[config.mk]
export PLATFORM = sky130hd
export DESIGN_NAME = sp24_compressor
export DESIGN_NICKNAME = d
export VERILOG_FILES = /design/src/rtl/sp24_pkg.sv /design/src/rtl/sp24_group_reduce.sv /design/src/rtl/sp24_meta_packer.sv /design/src/rtl/sp24_val_stage.sv /design/src/rtl/sp24_compressor.sv
export SDC_FILE = /design/constraint.sdc
export NUM_CORES = 1
export LEC_CHECK = 0
export ABC_AREA = 1
export ABC_CLOCK_PERIOD_IN_PS = 3100
export BUFFER_PORTS_ARGS = -buffer_cell sky130_fd_sc_hd__buf_2
export CAP_MARGIN = 25
export CORE_MARGIN = 3
export CORE_UTILIZATION = 53
export DETAILED_ROUTE_END_ITERATION = 10
export PLACE_DENSITY = 0.83
export SLEW_MARGIN = 5
export SYNTH_ARGS = -nofsm -noshare
export SYNTH_HDL_FRONTEND = slang
export SYNTH_SLANG_ARGS = --single-unit
export TNS_END_PERCENT = 10
[constraint.sdc]
create_clock -name clk -period 3.1 [get_ports clk]
set_input_delay 0.155 -clock clk [delete_from_list [all_inputs] [get_ports clk]]
set_output_delay 0.155 -clock clk [all_outputs]
set_load 0.01 [all_outputs]
[src/rtl/sp24_pkg.sv]
package sp24_pkg;
  typedef logic [1:0] pos_t;

  localparam logic [3:0] PAD_NIBBLE = 4'b0100;

  // Build a nibble from the two kept positions (first in the low pair).
  function automatic logic [3:0] make_nibble(input pos_t first_pos, input pos_t second_pos);
    return {second_pos, first_pos};
  endfunction

  // A nibble is legal when the second position is strictly above the first.
  function automatic logic nibble_ordered(input logic [3:0] nib);
    return nib[3:2] > nib[1:0];
  endfunction
endpackage

[src/rtl/sp24_group_reduce.sv]
module sp24_group_reduce
  import sp24_pkg::*;
#(
  parameter int ELEM_W = 16,
  parameter int GRP_N  = 4
) (
  input  logic [GRP_N*ELEM_W-1:0] grp,
  output pos_t                    first_pos,
  output pos_t                    second_pos,
  output logic [ELEM_W-1:0]       keep0,
  output logic [ELEM_W-1:0]       keep1,
  output logic                    over_dense
);
  localparam int CNT_W = $clog2(GRP_N + 1);

  logic [GRP_N-1:0] nz;

  // Magnitude bits only: the sign bit does not make a value non-zero.
  for (genvar i = 0; i < GRP_N; i++) begin : g_nz
    assign nz[i] = |grp[i*ELEM_W +: ELEM_W-1];
  end

  pos_t             pa, pb;
  logic             seen_a, seen_b;
  logic [CNT_W-1:0] cnt;

  always_comb begin
    pa = '0; pb = '0; seen_a = 1'b0; seen_b = 1'b0; cnt = '0;
    for (int i = 0; i < GRP_N; i++) begin
      if (nz[i]) begin
        if (!seen_a) begin
          pa = pos_t'(i); seen_a = 1'b1;
        end else if (!seen_b) begin
          pb = pos_t'(i); seen_b = 1'b1;
        end
        cnt = cnt + 1'b1;
      end
    end
  end

  always_comb begin
    first_pos  = pa;
    second_pos = pb;
    keep0      = grp[pa*ELEM_W +: ELEM_W];
    keep1      = grp[pb*ELEM_W +: ELEM_W];
    over_dense = (cnt > CNT_W'(2));
    if (!seen_a) begin
      first_pos  = pos_t'(0);
      second_pos = pos_t'(1);
      keep0      = '0;
      keep1      = '0;
    end else if (!seen_b) begin
      if (pa == pos_t'(GRP_N-1)) begin
        first_pos  = pos_t'(0);
        second_pos = pos_t'(GRP_N-1);
        keep1      = grp[pa*ELEM_W +: ELEM_W];
        keep0      = '0;
      end else begin
        second_pos = pos_t'(GRP_N-1);
        keep1      = '0;
      end
    end
  end
endmodule

[src/rtl/sp24_meta_packer.sv]
module sp24_meta_packer
  import sp24_pkg::*;
#(
  parameter int NIB_PER_WORD = 4
) (
  input  logic                      clk,
  input  logic                      rst_n,
  input  logic                      push,
  input  logic                      row_end,
  input  logic [3:0]                nib,
  input  logic                      take,
  output logic                      word_emit,
  output logic                      word_valid,
  output logic [4*NIB_PER_WORD-1:0] word
);
  localparam int SLOT_W = (NIB_PER_WORD > 1) ? $clog2(NIB_PER_WORD) : 1;
  localparam int WORD_W = 4 * NIB_PER_WORD;

  logic [SLOT_W-1:0] slot;
  logic [WORD_W-1:0] acc;
  logic [WORD_W-1:0] merged;

  // Older nibbles from the accumulator, the new one at its slot, padding above.
  for (genvar g = 0; g < NIB_PER_WORD; g++) begin : g_merge
    assign merged[4*g +: 4] = (SLOT_W'(g) < slot)  ? acc[4*g +: 4] :
                              (SLOT_W'(g) == slot) ? nib : PAD_NIBBLE;
  end

  assign word_emit = push && (row_end || slot == SLOT_W'(NIB_PER_WORD-1));

  always_ff @(posedge clk) begin
    if (!rst_n) begin
      slot       <= '0;
      acc        <= '0;
      word       <= '0;
      word_valid <= 1'b0;
    end else begin
      if (word_emit) begin
        word       <= merged;
        word_valid <= 1'b1;
        acc        <= '0;
        slot       <= '0;
      end else begin
        if (push) begin
          acc  <= merged;
          slot <= slot + 1'b1;
        end
        if (take) word_valid <= 1'b0;
      end
    end
  end
endmodule

[src/rtl/sp24_val_stage.sv]
module sp24_val_stage #(
  parameter int ELEM_W = 16
) (
  input  logic                clk,
  input  logic                rst_n,
  input  logic                load,
  input  logic [ELEM_W-1:0]   slot0,
  input  logic [ELEM_W-1:0]   slot1,
  input  logic                take,
  output logic                pair_valid,
  output logic [2*ELEM_W-1:0] pair
);
  always_ff @(posedge clk) begin
    if (!rst_n) begin
      pair_valid <= 1'b0;
      pair       <= '0;
    end else if (load) begin
      pair_valid <= 1'b1;
      pair       <= {slot1, slot0};
    end else if (take) begin
      pair_valid <= 1'b0;
    end
  end
endmodule

[src/rtl/sp24_compressor.sv]
module sp24_compressor
  import sp24_pkg::*;
#(
  parameter int ELEM_W       = 16,
  parameter int NIB_PER_WORD = 4
) (
  input  logic                      clk,
  input  logic                      rst_n,
  input  logic                      in_valid,
  output logic                      in_ready,
  input  logic [4*ELEM_W-1:0]       in_group,
  input  logic                      in_last,
  output logic                      val_valid,
  input  logic                      val_ready,
  output logic [2*ELEM_W-1:0]       val_data,
  output logic                      meta_valid,
  input  logic                      meta_ready,
  output logic [4*NIB_PER_WORD-1:0] meta_word,
  output logic                      viol_flag
);
  localparam int GRP_N = 4;

  pos_t              pos_a, pos_b;
  logic [ELEM_W-1:0] kv0, kv1;
  logic              grp_viol;
  logic              accept;
  logic              word_emit;
  logic              val_free, meta_free;

  assign val_free  = !val_valid  || val_ready;
  assign meta_free = !meta_valid || meta_ready;
  assign in_ready  = val_free && meta_free;
  assign accept    = in_valid && in_ready;

  sp24_group_reduce #(.ELEM_W(ELEM_W), .GRP_N(GRP_N)) u_reduce (
    .grp        (in_group),
    .first_pos  (pos_a),
    .second_pos (pos_b),
    .keep0      (kv0),
    .keep1      (kv1),
    .over_dense (grp_viol)
  );

  sp24_val_stage #(.ELEM_W(ELEM_W)) u_vals (
    .clk        (clk),
    .rst_n      (rst_n),
    .load       (accept),
    .slot0      (kv0),
    .slot1      (kv1),
    .take       (val_ready),
    .pair_valid (val_valid),
    .pair       (val_data)
  );

  sp24_meta_packer #(.NIB_PER_WORD(NIB_PER_WORD)) u_pack (
    .clk        (clk),
    .rst_n      (rst_n),
    .push       (accept),
    .row_end    (in_last),
    .nib        (make_nibble(pos_a, pos_b)),
    .take       (meta_ready),
    .word_emit  (word_emit),
    .word_valid (meta_valid),
    .word       (meta_word)
  );

  always_ff @(posedge clk) begin
    if (!rst_n) viol_flag <= 1'b0;
    else if (accept && grp_viol) viol_flag <= 1'b1;
  end
endmodule

==> key figures <==
Yosys
  – Synth cell types: 35
  – Ys flop type: dfxtp_1
  – Async SR Flop Fraction: 0%
  – Post-synthesis register bit count: 65
  – Sequential share of the synthesized area: between 20 and 30%
  – Synth Cell Area: ~4500 um^2
  – Post-synth EDFFs: 0
  – Syn Inst Count: around 700
  – Avg Cell Area, Syn: 6.334 um^2
  – Syn Nets: 783
  – Yosys warns: 0

Clock tree
  – Clock H-tree levels: 3
  – Clock transition at path regs: 0.07 ns
  – Sink Count: 65
  – CTS Buffer Depth: 2
  – CTS buffer count: 9
  – CTS tree: yes
  – CTS resizes: 0
  – Worst-skew pair later-pin latency: around 0.35 ns
  – Post-CTS Hold Buffers: 0
  – Postcts setup bufs: 0
  – Clock Tree Root: clkbuf_8

Cells and area
  – Non-filler cells in the finished layout: slightly above 900
  – Commonest cells after routing, fill and taps aside: nand2_1, buf_2, nand3_1
  – Commonest non-fill, non-tap cell in the layout: nand2_1
  – Fill count: 719
  – Share of cells above drive strength 1: 23.75%
  – Antenna Cells: 0
  – P&R area growth vs syn: 20.46%
  – Total Nets Final: 892

Timing
  – Final min period: 2.666 ns
  – Fmax: between 300 and 400 MHz
  – Setup TNS Final: 0 ns
  – Fin. Hold Viols: 0
  – Final Skew: 0.01110 ns
  – Slew Limit Fails: 0
  – Final period utilization: a little under nine tenths
  – Worst slew margin: between 50 and 60%
  – RSZ-0062 raised after global routing: false
  – Final Setup Violations: 0
  – Worst-margin pin slew: 0.6930 ns

Critical path
  – Worst path cell trace: buf_2, nor4_1, nand2_1, nor4_1, inv_1, ha_1, inv_1, o21ai_2, inv_2, nand2_4, o21ai_1, o22ai_1, o21ai_1, inv_1
  – Levels on crit path: 14
  – Crit path buf inv count: 5
  – CP endpoint kind: register
  – Crit path top cell by count: inv_1
  – CP peak stage delay: 0.42 ns
  – Worst reg2reg path depth: 8
  – CP max stage cell: o21ai_1
  – Worst EP arrival: just under 3 ns
  – CP required: about 3.3 ns
  – CP delay by family, top: simple AND/OR/NAND/NOR gates
  – Crit path max fanout: 19
  – Crit Path Class: input pin to register
  – Startpoint type of the worst setup path: input pin

Placement
  – GPL Wtd Cong: 0.9920
  – Post-DP HPWL: approximately 11 mm
  – Cells after DPL: 903
  – Port Buffers: 121

Routing
  – Initial DRT Pass Iterations: 8
  – Max layer used: met4
  – Final wirelength: about 15 mm
  – DR WL/cell: 16.49 um
  – Via count: 5,375
  – Post-DRT Antenna Nets: 0
  – Routed vias/inst: 5.849
  – DRC errors left: 0
  – Met1 wire length: between 6 and 7 mm
  – Met2 WL: 6.854 mm
  – Wire length on met3: 1.760 mm
  – DRT iter0 DRCs: 496

Floorplan
  – Die Height: 97.66 um
  – IO Count: 122
  – Die area: 9537 um^2
  – Core area: around 8000 um^2
  – Row cnt: 32
  – Initial core utilization: 56.17%
  – Die width: 97.66 um

Power and ir drop
  – Max VDD drop: roughly 0.00023 V
  – Pleak: 2.658 nW
  – Power density cells: between 300 and 400 nW/um^2

Worst hold path
  – Type of the tightest min-delay check: input pin to register
  – Hold Path Stages: 3

GRT
  – Initial antenna violation count: 0
  – Largest net degree at the start of global routing: 47
  – First-pass GRT wire length: 24.67 mm
  – Gr usage total: 31.09%
  – Grt ovf: 0
  – Vias in the first global route: about 5,100

Run
  – Max_cap viols: 0

Status
  – Run status: finished clean
==> worst paths after layout <==
| path | from | slack (ns) | to |
|---|---|---|---|
| setup / recovery | in_group[29] | 0.43 | u_pack.acc[5]$_SDFFE_PP0P_ |
| hold / removal | rst_n | 0.08 | u_pack.word[14]$_SDFFE_PN0P_ |
| setup reg to reg | u_pack.slot[0]$_SDFFE_PP0P_ | 0.75 | u_pack.acc[5]$_SDFFE_PP0P_ |
| hold reg to reg | u_pack.word[9]$_SDFFE_PN0P_ | 0.46 | u_pack.word[9]$_SDFFE_PN0P_ |
==> cell families (layout without fill, tap and decap cells) <==
| group | count (synthesis) | count (layout) | synth area share [%] |
|---|---|---|---|
| mux | 1 | 1 | 0.2248 |
| flops | 65 | 65 | 29.22 |
| fa+ha+maj | 10 | 10 | 2.810 |
| buf+inv | 123 | 237 | 10.93 |
| compound gates | 105 | 105 | 14.16 |
| xor+xnor | 2 | 2 | 0.3934 |
| simple gates | 397 | 397 | 42.26 |
==> power breakdown <==
part | internal [mW] | switching (mW) | total [mW]
logic | 0.138 | 0.217 | 0.355
registers | 0.880 | 0.0259 | 0.906
clock network | 0.478 | 0.352 | 0.829
==> stage by stage <==
step	instance area [um^2]	utilization [%]	setup slack [ns]	power, mW	hold WS, ns
after floorplan	4453	-	0.8393	1.125	0.2872
after global placement	5136	64.79	0.3268	1.264	0.4258
after detailed placement	5136	64.79	0.2278	1.273	0.4358
after CTS	5364	67.66	0.5634	2.097	0.06859
after global routing	5364	67.66	0.1824	2.170	0.1055
final	5364	67.66	0.4339	2.090	0.08291
==> state kept, by name (all words and copies together), names as in the netlist <==
signal	flops
u_vals.pair	32
u_pack.word_valid	1
viol_flag	1
u_pack.acc	12
u_pack.slot	2
u_vals.pair_valid	1
u_pack.word	16
==> cell type report <==
cell class              count  area, um^2  area share, %
multi-input cells         515        2668          49.73
flip-flops and latches     65        1301          24.26
repair buffers            136       718.2          13.39
inverters                  85       321.6          5.995
clock buffers              10       137.6          2.566
well taps                 102       127.6          2.379
clock inverters             6       90.09          1.679
==> synth_stat cells, drive strengths merged, types with 7 or more instances <==
cell / number / area (um^2)
nand4: 11 / 68.82
inv: 85 / 321.6
nand2: 193 / 744.5
clkbuf: 22 / 82.58
nor2: 29 / 121.4
nor4: 7 / 43.79
dfxtp: 65 / 1301
nand3b: 25 / 187.7
a21oi: 46 / 279.0
o211ai: 7 / 52.55
o21ai: 38 / 197.7
buf: 16 / 82.58
ha: 10 / 125.1
nand3: 131 / 710.7
o22ai: 8 / 50.05
==> worst min-delay path: stages <==
cell and delay (ns):
buf_2 0.12, o221ai_1 0.07, inv_1 0.04
==> per-layer routing <==
metal / track usage, % / vias up
met5: 0 / -
met4: 12.57 / 0
met3: 7.825 / 40
met2: 50.13 / 351
met1: 39.57 / 2443
li1: - / 2541
Note: power is estimated with default switching activity, not from simulation.
